File: src/rtl/evt_timer.sv
module evt_timer #(
  parameter int CW  = 16,
  parameter int NEV = 6,
  parameter int AW  = 6,
  parameter int DW  = (CW > 17) ? CW : 17
) (
  input  logic           clk,
  input  logic           rst_n,
  input  logic           wr_en,
  input  logic [AW-1:0]  wr_addr,
  input  logic [DW-1:0]  wr_data,
  input  logic [1:0]     ev_in,
  output logic [3:0]     ev_out,
  output logic [CW-1:0]  count,
  output logic           count_down,
  output logic [1:0]     state,
  output logic [NEV-1:0] irq_flags,
  output logic           irq
);

  localparam int NM = 4;
  localparam int NO = 4;
  localparam logic [AW-1:0] A_CTRL = AW'(0);
  localparam logic [AW-1:0] A_FCLR = AW'(5);

  logic bidir_q, autolim_q, halt_q, stop_q, dir_q;
  logic [CW-1:0] match_q [NM];
  logic [14:0]   cond_q [NEV];
  logic [16:0]   act_q [NEV];
  logic [1:0]    in_s1, in_s2, in_d;
  logic [NO-1:0] out_d;
  logic [NEV-1:0] fire, arm, latch_q, irq_set;

  logic ev_lim, ev_halt, ev_start, ev_stop, ev_rev;
  logic [NO-1:0] set_m, clr_m;
  logic [1:0] nxt_state;
  logic run, at_lim, ctrl_wr;

  assign count_down = bidir_q & dir_q;
  assign irq        = |irq_flags;
  assign run        = !halt_q && !stop_q;
  assign ctrl_wr    = wr_en && (wr_addr == A_CTRL);

  for (genvar g = 0; g < NEV; g++) begin : g_ev
    logic [14:0] c;
    logic [3:0]  smask;
    logic m_now, io_cur, io_prev, io_ok, dir_ok, qual, has_term, m_ok;

    assign c        = cond_q[g];
    assign smask    = c[14:11];
    assign m_now    = (count == match_q[c[1:0]]);
    assign io_cur   = c[4] ? ev_out[c[6:5]] : in_s2[c[5]];
    assign io_prev  = c[4] ? out_d[c[6:5]]  : in_d[c[5]];

    always_comb begin
      case (c[8:7])
        2'd0:    io_ok = 1'b1;
        2'd1:    io_ok = io_cur & ~io_prev;
        2'd2:    io_ok = ~io_cur & io_prev;
        default: io_ok = io_cur;
      endcase
    end

    assign dir_ok   = (c[10:9] == 2'd1) ? !count_down :
                      (c[10:9] == 2'd2) ?  count_down : 1'b1;
    assign qual     = !halt_q && smask[state] && dir_ok;
    assign has_term = c[2] || (c[8:7] != 2'd0);
    assign m_ok     = !c[2] || m_now || (c[3] && latch_q[g]);
    assign fire[g]  = qual && has_term && io_ok && m_ok;
    assign arm[g]   = qual && c[2] && c[3] && m_now;
  end

  always_comb begin
    ev_lim = 1'b0; ev_halt = 1'b0; ev_start = 1'b0; ev_stop = 1'b0; ev_rev = 1'b0;
    set_m = '0; clr_m = '0; nxt_state = state; irq_set = '0;
    for (int e = 0; e < NEV; e++) begin
      if (fire[e]) begin
        ev_lim   |= act_q[e][0];
        ev_halt  |= act_q[e][1];
        ev_start |= act_q[e][2];
        ev_stop  |= act_q[e][3];
        ev_rev   |= act_q[e][4];
        set_m    |= act_q[e][8:5];
        clr_m    |= act_q[e][12:9];
        if (act_q[e][15]) nxt_state = act_q[e][14:13];
        irq_set[e] = act_q[e][16];
      end
    end
  end

  assign at_lim = ev_lim || (autolim_q && (count == match_q[0]));

  always_ff @(posedge clk or negedge rst_n) begin
    if (!rst_n) begin
      count <= '0;
      dir_q <= 1'b0;
    end else if (!bidir_q) begin
      dir_q <= 1'b0;
      if (run) count <= at_lim ? '0 : count + 1'b1;
    end else if (run) begin
      if (ev_rev) begin
        dir_q <= ~dir_q;
      end else if (!dir_q) begin
        if (at_lim) begin
          dir_q <= 1'b1;
          count <= count - 1'b1;
        end else begin
          count <= count + 1'b1;
        end
      end else if (count == '0 || ev_lim) begin
        dir_q <= 1'b0;
        count <= count + 1'b1;
      end else begin
        count <= count - 1'b1;
      end
    end
  end

  always_ff @(posedge clk or negedge rst_n) begin
    if (!rst_n) begin
      bidir_q   <= 1'b0;
      autolim_q <= 1'b0;
      halt_q    <= 1'b1;
      stop_q    <= 1'b0;
    end else if (ctrl_wr) begin
      bidir_q   <= wr_data[0];
      autolim_q <= wr_data[1];
      halt_q    <= wr_data[2];
      stop_q    <= wr_data[3];
    end else begin
      if (ev_halt) halt_q <= 1'b1;
      if (ev_stop) stop_q <= 1'b1;
      else if (ev_start) stop_q <= 1'b0;
    end
  end

  always_ff @(posedge clk or negedge rst_n) begin
    if (!rst_n) begin
      for (int i = 0; i < NM; i++) match_q[i] <= '0;
      for (int e = 0; e < NEV; e++) begin
        cond_q[e] <= '0;
        act_q[e]  <= '0;
      end
      latch_q <= '0;
    end else begin
      for (int i = 0; i < NM; i++)
        if (wr_en && wr_addr == AW'(1 + i)) match_q[i] <= wr_data[CW-1:0];
      for (int e = 0; e < NEV; e++) begin
        if (wr_en && wr_addr == AW'(16 + 2 * e)) begin
          cond_q[e]  <= wr_data[14:0];
          latch_q[e] <= 1'b0;
        end else if (fire[e]) begin
          latch_q[e] <= 1'b0;
        end else if (arm[e]) begin
          latch_q[e] <= 1'b1;
        end
        if (wr_en && wr_addr == AW'(17 + 2 * e)) act_q[e] <= wr_data[16:0];
      end
    end
  end

  always_ff @(posedge clk or negedge rst_n) begin
    if (!rst_n) begin
      in_s1 <= '0; in_s2 <= '0; in_d <= '0;
      out_d <= '0; ev_out <= '0;
      state <= '0; irq_flags <= '0;
    end else begin
      in_s1 <= ev_in;
      in_s2 <= in_s1;
      in_d  <= in_s2;
      out_d <= ev_out;
      state <= nxt_state;
      for (int i = 0; i < NO; i++) begin
        case ({set_m[i], clr_m[i]})
          2'b10:   ev_out[i] <= 1'b1;
          2'b01:   ev_out[i] <= 1'b0;
          2'b11:   ev_out[i] <= ~ev_out[i];
          default: ev_out[i] <= ev_out[i];
        endcase
      end
      irq_flags <= (irq_flags & ~((wr_en && wr_addr == A_FCLR) ? wr_data[NEV-1:0] : '0)) | irq_set;
    end
  end

endmodule

File: config.mk
export PLATFORM = sky130hd
export DESIGN_NAME = evt_timer
export DESIGN_NICKNAME = d
export VERILOG_FILES = /design/src/rtl/evt_timer.sv
export SDC_FILE = /design/constraint.sdc
export NUM_CORES = 1
export LEC_CHECK = 0
export BUFFER_PORTS_ARGS = -buffer_cell sky130_fd_sc_hd__clkbuf_2
export CAP_MARGIN = 20
export CORE_UTILIZATION = 55
export DETAILED_ROUTE_END_ITERATION = 10
export GPL_TIMING_DRIVEN = 0
export PLACE_DENSITY = 0.72
export REMOVE_ABC_BUFFERS = 1
export SYNTH_ARGS = -nofsm -noshare
export SYNTH_HDL_FRONTEND = slang
export SYNTH_SLANG_ARGS = --single-unit
File: constraint.sdc
create_clock -name clk -period 8.4 [get_ports clk]
set_clock_uncertainty 0.05 [all_clocks]
set_input_delay 0 -clock clk [delete_from_list [all_inputs] [get_ports clk]]
set_output_delay 0 -clock clk [all_outputs]
set_load 0.02 [all_outputs]
==> results.md, run 1 <==
* Largest net degree at the start of global routing at 90
* Vias in the first global route at 12300
* Grt total ovfl at 0
* Pwr Total at 0.00434 W
* Setup Buffers After CTS at 0
* CP Launch Type: register
* Initial antenna violation count at 0
* # resized after CTS at 0
* Commonest cells after routing, fill and taps aside: dfrtp_1, mux2_2, mux4_2, xnor2_1, nand2_1
* Num rows at 65
* Die area at 32600 µm²
* Clock root buffer: clkbuf_16
* # nets final at 1390
* First-pass GRT wire length at 71600 µm
* Cell Int Power at 0.00308 W
* Switching pwr at 0.00126 W
* HP Class: input pin to register
* Core ar. at 31500 µm²
* Adder-cell share of the synthesized area at 0.214%
* Sequential area share after synthesis at 43.5%
* Vias per cell at 6.65
* Worst-path clk slew at 0.06 ns
* Netlist cell types at 82
* Largest cells by area after synthesis: dfrtp_1, mux2_2, mux4_2
* Setup TNS at 0 ns
* Worst-Margin Slew at 1.09 ns
* Final Hold Viols at 0
* Fin util at 62.1%
* Post-Synth XOR/XNOR Area at 5.69%
* Commonest non-fill, non-tap cell in the layout: dfrtp_1
* Synth top area share at 43.3%
* Power per cell area at 222 nW/µm²
* CP endpoint kind: register
* Gr usage total at 28.5%
* H-tree levels at 2
* Slew margin rel. at 27.6%
* Clock Sinks at 305
* Tcrit/Tclk final at 62.5%
* Ys async rst share at 100%
* Ys flop type: dfrtp_1
* Boundary Pins at 58
* Sequential power share at 44.2%
* Global placement routability congestion at 0.969
* Worst VDD drop at 0.211 mV
* Max_cap viols at 0
* Drt wl/cell at 25.4 µm
* Cts bufs inserted at 34
* Routed wire length at 45200 µm
* HPWL Detailed at 30700 µm
* Area of the mapped netlist at 17600 µm²
* RSZ-0062 raised after global routing: no
* Avg Inst Size Synth at 13.2 µm²
* Mux cell area share after synthesis at 32.6%
* Antenna Nets Post-Route at 0
* F_max at 0.190 GHz
* Area leader, netlist: dfrtp_1
* Slew Limit Fails at 0
* #FFs+latches synth at 305
* ANT cells at 0
* CTS tree: done
* Post-DP Area at 18100 µm²
* Status: complete, no violations
* Classification of the worst setup path: register to register
* Buffers on Ports at 57
* Final Cell Area at 19600 µm²
* Syn. warnings at 0
* Die X at 181 µm
* Net Sw Frac at 29.0%
* Number of synthesized flops with an enable pin at 0
* CTS Hold Bufs at 20
* Initial DRC Count at 952
* CP Data Arrival Time at 5.62 ns
* Post-Synth Simple-Gate Area at 6.75%
* Logic pwr share at 19.9%
* Synth Area in Compound Gates at 7.70%
* Reg2reg setup slack at 3.15 ns
* Clk buf depth at 3
* # setup viols final at 0
* Critical Path RT at 8.77 ns
* Crit path time final at 5.25 ns
* Clk pwr share at 35.9%
* Largest family of logic cells by synthesized area: multiplexers
* CP Max Fanout at 20
* Initial Utilization at 55.8%
* Leakage dissipation at 8.34 nW
* DRT Pass-1 Iters at 7
* Total number of vias at 11900
* Cell count after synthesis at 1331
* Clock Latency Late Sink at 0.54 ns
* DRC viols at 0
* Share of layout cells above drive strength 1 at 37.2%
* Area added between synthesis and finish at 11.4%
* Die height at 181 µm
area by class of cell:
| cell class | instances | area, µm² |
|---|---|---|
| Clock buffer | 41 | 937 |
| Clock inverter | 17 | 238 |
| Fill cell | 2365 | 11900 |
| Inverter | 23 | 86.3 |
| Multi-Input combinational cell | 902 | 9330 |
| Sequential cell | 305 | 7630 |
| Tap cell | 402 | 503 |
| Timing Repair Buffer | 93 | 823 |
worst max-delay path, stage by stage, from the launching register on:
cell and delay, ns:
dfrtp_1 0.71, buf_16 0.22, mux4_2 0.53, xnor2_1 0.22
nand4_1 0.21, nor4_1 0.90, o211a_1 0.71, a22oi_1 0.31
a31oi_2 0.52, buf_8 0.24, or4_1 0.14, a21oi_1 0.06
a221o_1 0.30
Yosys cell counts, types with 14 or more instances:
library cell    n
dfrtp_1       304
mux2_2        263
xor2_1         31
nand3_1        22
buf_2          15
nor2_1         27
mux4_1         15
mux2i_1        19
nor4_1         15
nand2_1        67
a22oi_1        37
mux4_2         97
xnor2_1        83
inv_1          22
clkbuf_1       55
buf_1          14
nand4_1        21
o21ai_0        23
worst paths after layout:
check | from | to | depth (start not counted)
hold reg to reg | in_s1[0]$_DFF_PN0_ | in_s2[0]$_DFF_PN0_ | 0
min in group asynchronous | rst_n | match_q[60]$_DFFE_PN0P_ | 3
setup reg to reg | g_ev[5].c[0]$_DFFE_PN0P_ | count[14]$_DFFE_PN0P_ | 12
setup / recovery | g_ev[5].c[0]$_DFFE_PN0P_ | count[14]$_DFFE_PN0P_ | 12
max in group asynchronous | rst_n | match_q[17]$_DFFE_PN0P_ | 4
hold / removal | wr_data[10] | match_q[58]$_DFFE_PN0P_ | 2
cell families after synthesis:
kind of cell               count (synthesis)
AOI/OAI and AO/OA                        170
xor gates and xnor gates                 114
adders and majority gates                  3
buffers and inverters                    124
DFF                                      305
muxes                                    394
and+or+nand+nor                          221
per-layer routing:
| layer | global-route usage (%) | up-vias | part of all wire, % |
|---|---|---|---|
| met3 | 3.58 | 107 | 4.7 |
| met5 | 0 | - | 0 |
| li1 | - | 5159 | - |
| met2 | 48.5 | 358 | 50 |
| met1 | 37.4 | 6230 | 42 |
| met4 | 10.5 | 0 | 3.2 |
through the flow:
step	worst slack [ns]	cells	hold WS, ns
after detailed placement	2.98	1701	-0.00970
after global routing	2.94	1783	0.0284
after global placement	0.879	1689	0.0589
final	3.15	1783	0.0202
after CTS	2.99	1779	0.00198
after floorplan	3.90	1230	-0.346
registers in the layout (all words and copies together) (netlist names):
signal     flops
act_q        102
g_ev.c        90
match_q       64
count         16
irq_flags      6
latch_q        6
ev_out         4
out_d          4
in_d           2
in_s1          2
in_s2          2
state          2
autolim_q      1
bidir_q        1
dir_q          1
halt_q         1
stop_q         1
power groups by stage:
stage	sequential [W]	clock, W	combinational (W)
floorplan	0.00187	0	0.000604
global placement	0.00194	0	0.000790
detailed placement	0.00195	0	0.000832
CTS	0.00192	0.00157	0.000844
global route	0.00195	0.00163	0.000928
finish	0.00192	0.00156	0.000865
Note: power is estimated with default switching activity, not from simulation.
==> run 2, diff against run 1 <==
==> constraint.sdc (replaced) <==
create_clock -name clk -period 5.2 [get_ports clk]
set_clock_uncertainty 0.05 [all_clocks]
set_input_delay 0 -clock clk [delete_from_list [all_inputs] [get_ports clk]]
set_output_delay 0 -clock clk [all_outputs]
set_load 0.02 [all_outputs]
==> results.md, run 2 (synthesis results as in run 1) <==
* Worst path cell trace: mux4_2 -> xnor2_1 -> nand4_1 -> nor4_2 -> o211a_1 -> a22oi_1 -> a31oi_2 -> buf_8 -> or4_1 -> a21oi_1 -> a221o_1
* CP endpoint kind: register
* RSZ-0062 raised after global routing: no
* HPWL Detailed at 30700 µm (unchanged)
* CTS tree: done
* Core ar. at 31500 µm² (unchanged)
* R2R depth at 11 (-1)
* Worst VDD drop at 0.341 mV (+62%)
* # setup viols final at 0 (unchanged)
* Final Hold Slack at 0.0184 ns (-0.00183 ns)
* Worst Setup EP: count[14]$_DFFE_PN0P_
* Clock Latency Late Sink at 0.54 ns (about the same)
* Critical Path RT at 5.57 ns (-3.20 ns)
* Clock root buffer: clkbuf_16
* CP Max Fanout at 20 (unchanged)
* Global placement routability congestion at 0.969 (unchanged)
* Die X at 181 µm (unchanged)
* Net Sw Frac at 29.1% (+0.079 points)
* Gr usage total at 28.5% (about the same)
* Classification of the worst setup path: register to register
* Pwr Total at 0.00700 W (+61%)
* Hold path cells at 2 (unchanged)
* Critical Path Start: g_ev[5].c[1]$_DFFE_PN0P_
* Commonest non-fill, non-tap cell in the layout: dfrtp_1
* Largest register FFs at 102 (unchanged)
* Reg2reg setup slack at 0.20 ns (-2.95 ns)
* WP buf/inv at 1 (-1)
* Num rows at 65 (unchanged)
* CP Launch Type: register
* Commonest cells after routing, fill and taps aside: dfrtp_1, mux2_2, mux4_2, xnor2_1, nand2_1
* CP max stage delay at 1.00 ns (+0.10 ns)
* Leakage dissipation at 8.31 nW (-0.31%)
* F_max at 0.200 GHz (+5.0%)
* Share of layout cells above drive strength 1 at 37.5% (+0.27 points)
* Initial Utilization at 55.8% (unchanged)
* Grt total ovfl at 0 (unchanged)
* Die area at 32600 µm² (unchanged)
* Buffers on Ports at 57 (unchanged)
* Antenna Nets Post-Route at 0 (unchanged)
* Crit path time final at 5.00 ns (-0.249 ns)
* Post-DP Area at 18100 µm² (unchanged)
* Final Cell Area at 19500 µm² (-0.21%)
* Worst-Margin Slew at 1.01 ns (-0.0740 ns)
* Power per cell area at 359 nW/µm² (+62%)
* Area added between synthesis and finish at 11.1%
* Cts bufs inserted at 34 (unchanged)
* Drt wl/cell at 25.4 µm (+0.17%)
* ANT cells at 0 (unchanged)
* Slew Limit Fails at 0 (unchanged)
* Vias in the first global route at 12300 (-0.041%)
* Final Hold Viols at 0 (unchanged)
* Vias per cell at 6.69 (+0.67%)
* Die height at 181 µm (unchanged)
* Clk buf depth at 3 (unchanged)
* Crit-path slowest cell: dfrtp_1
* Largest register by flop count: act_q
* Setup Buffers After CTS at 0 (unchanged)
* Status: complete, no violations
* CP top delay family: compound AO/OA/AOI/OAI gates
* Routed wire length at 45200 µm (about the same)
* # nets final at 1388 (-0.14%)
* Logic pwr share at 19.6% (-0.3 points)
* Worst-path clk slew at 0.06 ns (about the same)
* FF-to-FF Start: g_ev[5].c[1]$_DFFE_PN0P_
* Boundary Pins at 58 (unchanged)
* CP Data Arrival Time at 5.37 ns (-0.25 ns)
* Clock Sinks at 305 (unchanged)
* H-tree levels at 2 (unchanged)
* Slew margin rel. at 32.4% (+4.9 points)
* HP Class: input pin to register
* Initial antenna violation count at 0 (unchanged)
* DRC viols at 0 (unchanged)
* Worst path depth at 11 (-1)
* Switching pwr at 0.00203 W (+62%)
* Largest net degree at the start of global routing at 90 (unchanged)
* Reg2Reg Capture Point: count[14]$_DFFE_PN0P_
* Tcrit/Tclk final at 96.2% (+34 points)
* Initial DRC Count at 890 (-6.5%)
* Clk pwr share at 35.9% (about the same)
* Total number of vias at 11900 (+0.56%)
* First-pass GRT wire length at 71700 µm (about the same)
* Sequential power share at 44.5% (+0.3 points)
* Cell Int Power at 0.00497 W (+61%)
* Max_cap viols at 0 (unchanged)
* DRT Pass-1 Iters at 6 (-1)
## run 2: cell types whose count changed in the layout (fill, tap and decap cells not counted), sizes merged
cell  previous run  this run
buf             16        14
## run 2: metrics by stage
| stage | instances | setup WS, ns | setup TNS [ns] | util [%] |
|---|---|---|---|---|
| CTS | 1779 | 0.0783 | 0 | 61.8 |
| finish | 1781 | 0.199 | 0 | 62.0 |
| global route | 1781 | 0.0641 | 0 | 62.0 |
| floorplan | 1230 | 0.701 | 0 | - |
| detailed placement | 1701 | -0.216 | -1.16 | 57.4 |
| global placement | 1689 | -2.32 | -714.41 | 56.6 |
## run 2: power by group through the flow
stage               Sequential (W)  Combinational (W)  Clock, W
global placement           0.00314            0.00128         0
detailed placement         0.00315            0.00134         0
global route               0.00317            0.00147   0.00263
finish                     0.00311            0.00137   0.00252
CTS                        0.00311            0.00136   0.00254
floorplan                  0.00303           0.000976         0
## run 2: worst min-delay path by stage
stage / slack, ns / end / start
CTS: 0.002 / halt_q$_DFFE_PN1P_ / wr_data[2]
global route: 0.03 / act_q[10]$_DFFE_PN0P_ / wr_data[10]
detailed placement: -0.01 / match_q[1]$_DFFE_PN0P_ / rst_n
global placement: 0.06 / in_s1[1]$_DFF_PN0_ / ev_in[1]
finish: 0.02 / match_q[38]$_DFFE_PN0P_ / wr_data[6]
floorplan: -0.35 / act_q[0]$_DFFE_PN0P_ / rst_n
## run 2: layout make-up
| type | instances | area, µm² |
|---|---|---|
| sequential | 305 | 7640 |
| tap | 402 | 503 |
| clock inverter | 17 | 238 |
| multi-input combinational | 902 | 9340 |
| inverter | 23 | 86.3 |
| clock buffer | 41 | 937 |
| timing repair buffer | 91 | 768 |
| fill | 2368 | 12000 |
## run 2: repair_timing
item | CTS | global route
cloned | 0 | 0
hold buffers | 20 | 0
setup endpoints to repair | 11 | 9
endpoints found under the hold margin | 381 | 0
resized for setup | 2 | 3
## run 2: worst reg2reg max path: stages (launching register included)
cell and delay, ns:
dfrtp_1 1.00, mux4_2 0.45, xnor2_1 0.22, nand4_1 0.24, nor4_2 0.67, o211a_1 0.69, a22oi_1 0.31, a31oi_2 0.51
buf_8 0.24, or4_1 0.14, a21oi_1 0.06, a221o_1 0.29
## run 2: per-layer routing
metal | up-vias | GRT usage [%] | share of wire [%]
li1 | 5152 | - | -
met1 | 6262 | 37.5 | 41
met2 | 392 | 48.5 | 50
met3 | 114 | 3.56 | 5.2
met4 | 0 | 10.4 | 3.4
met5 | - | 0 | 0
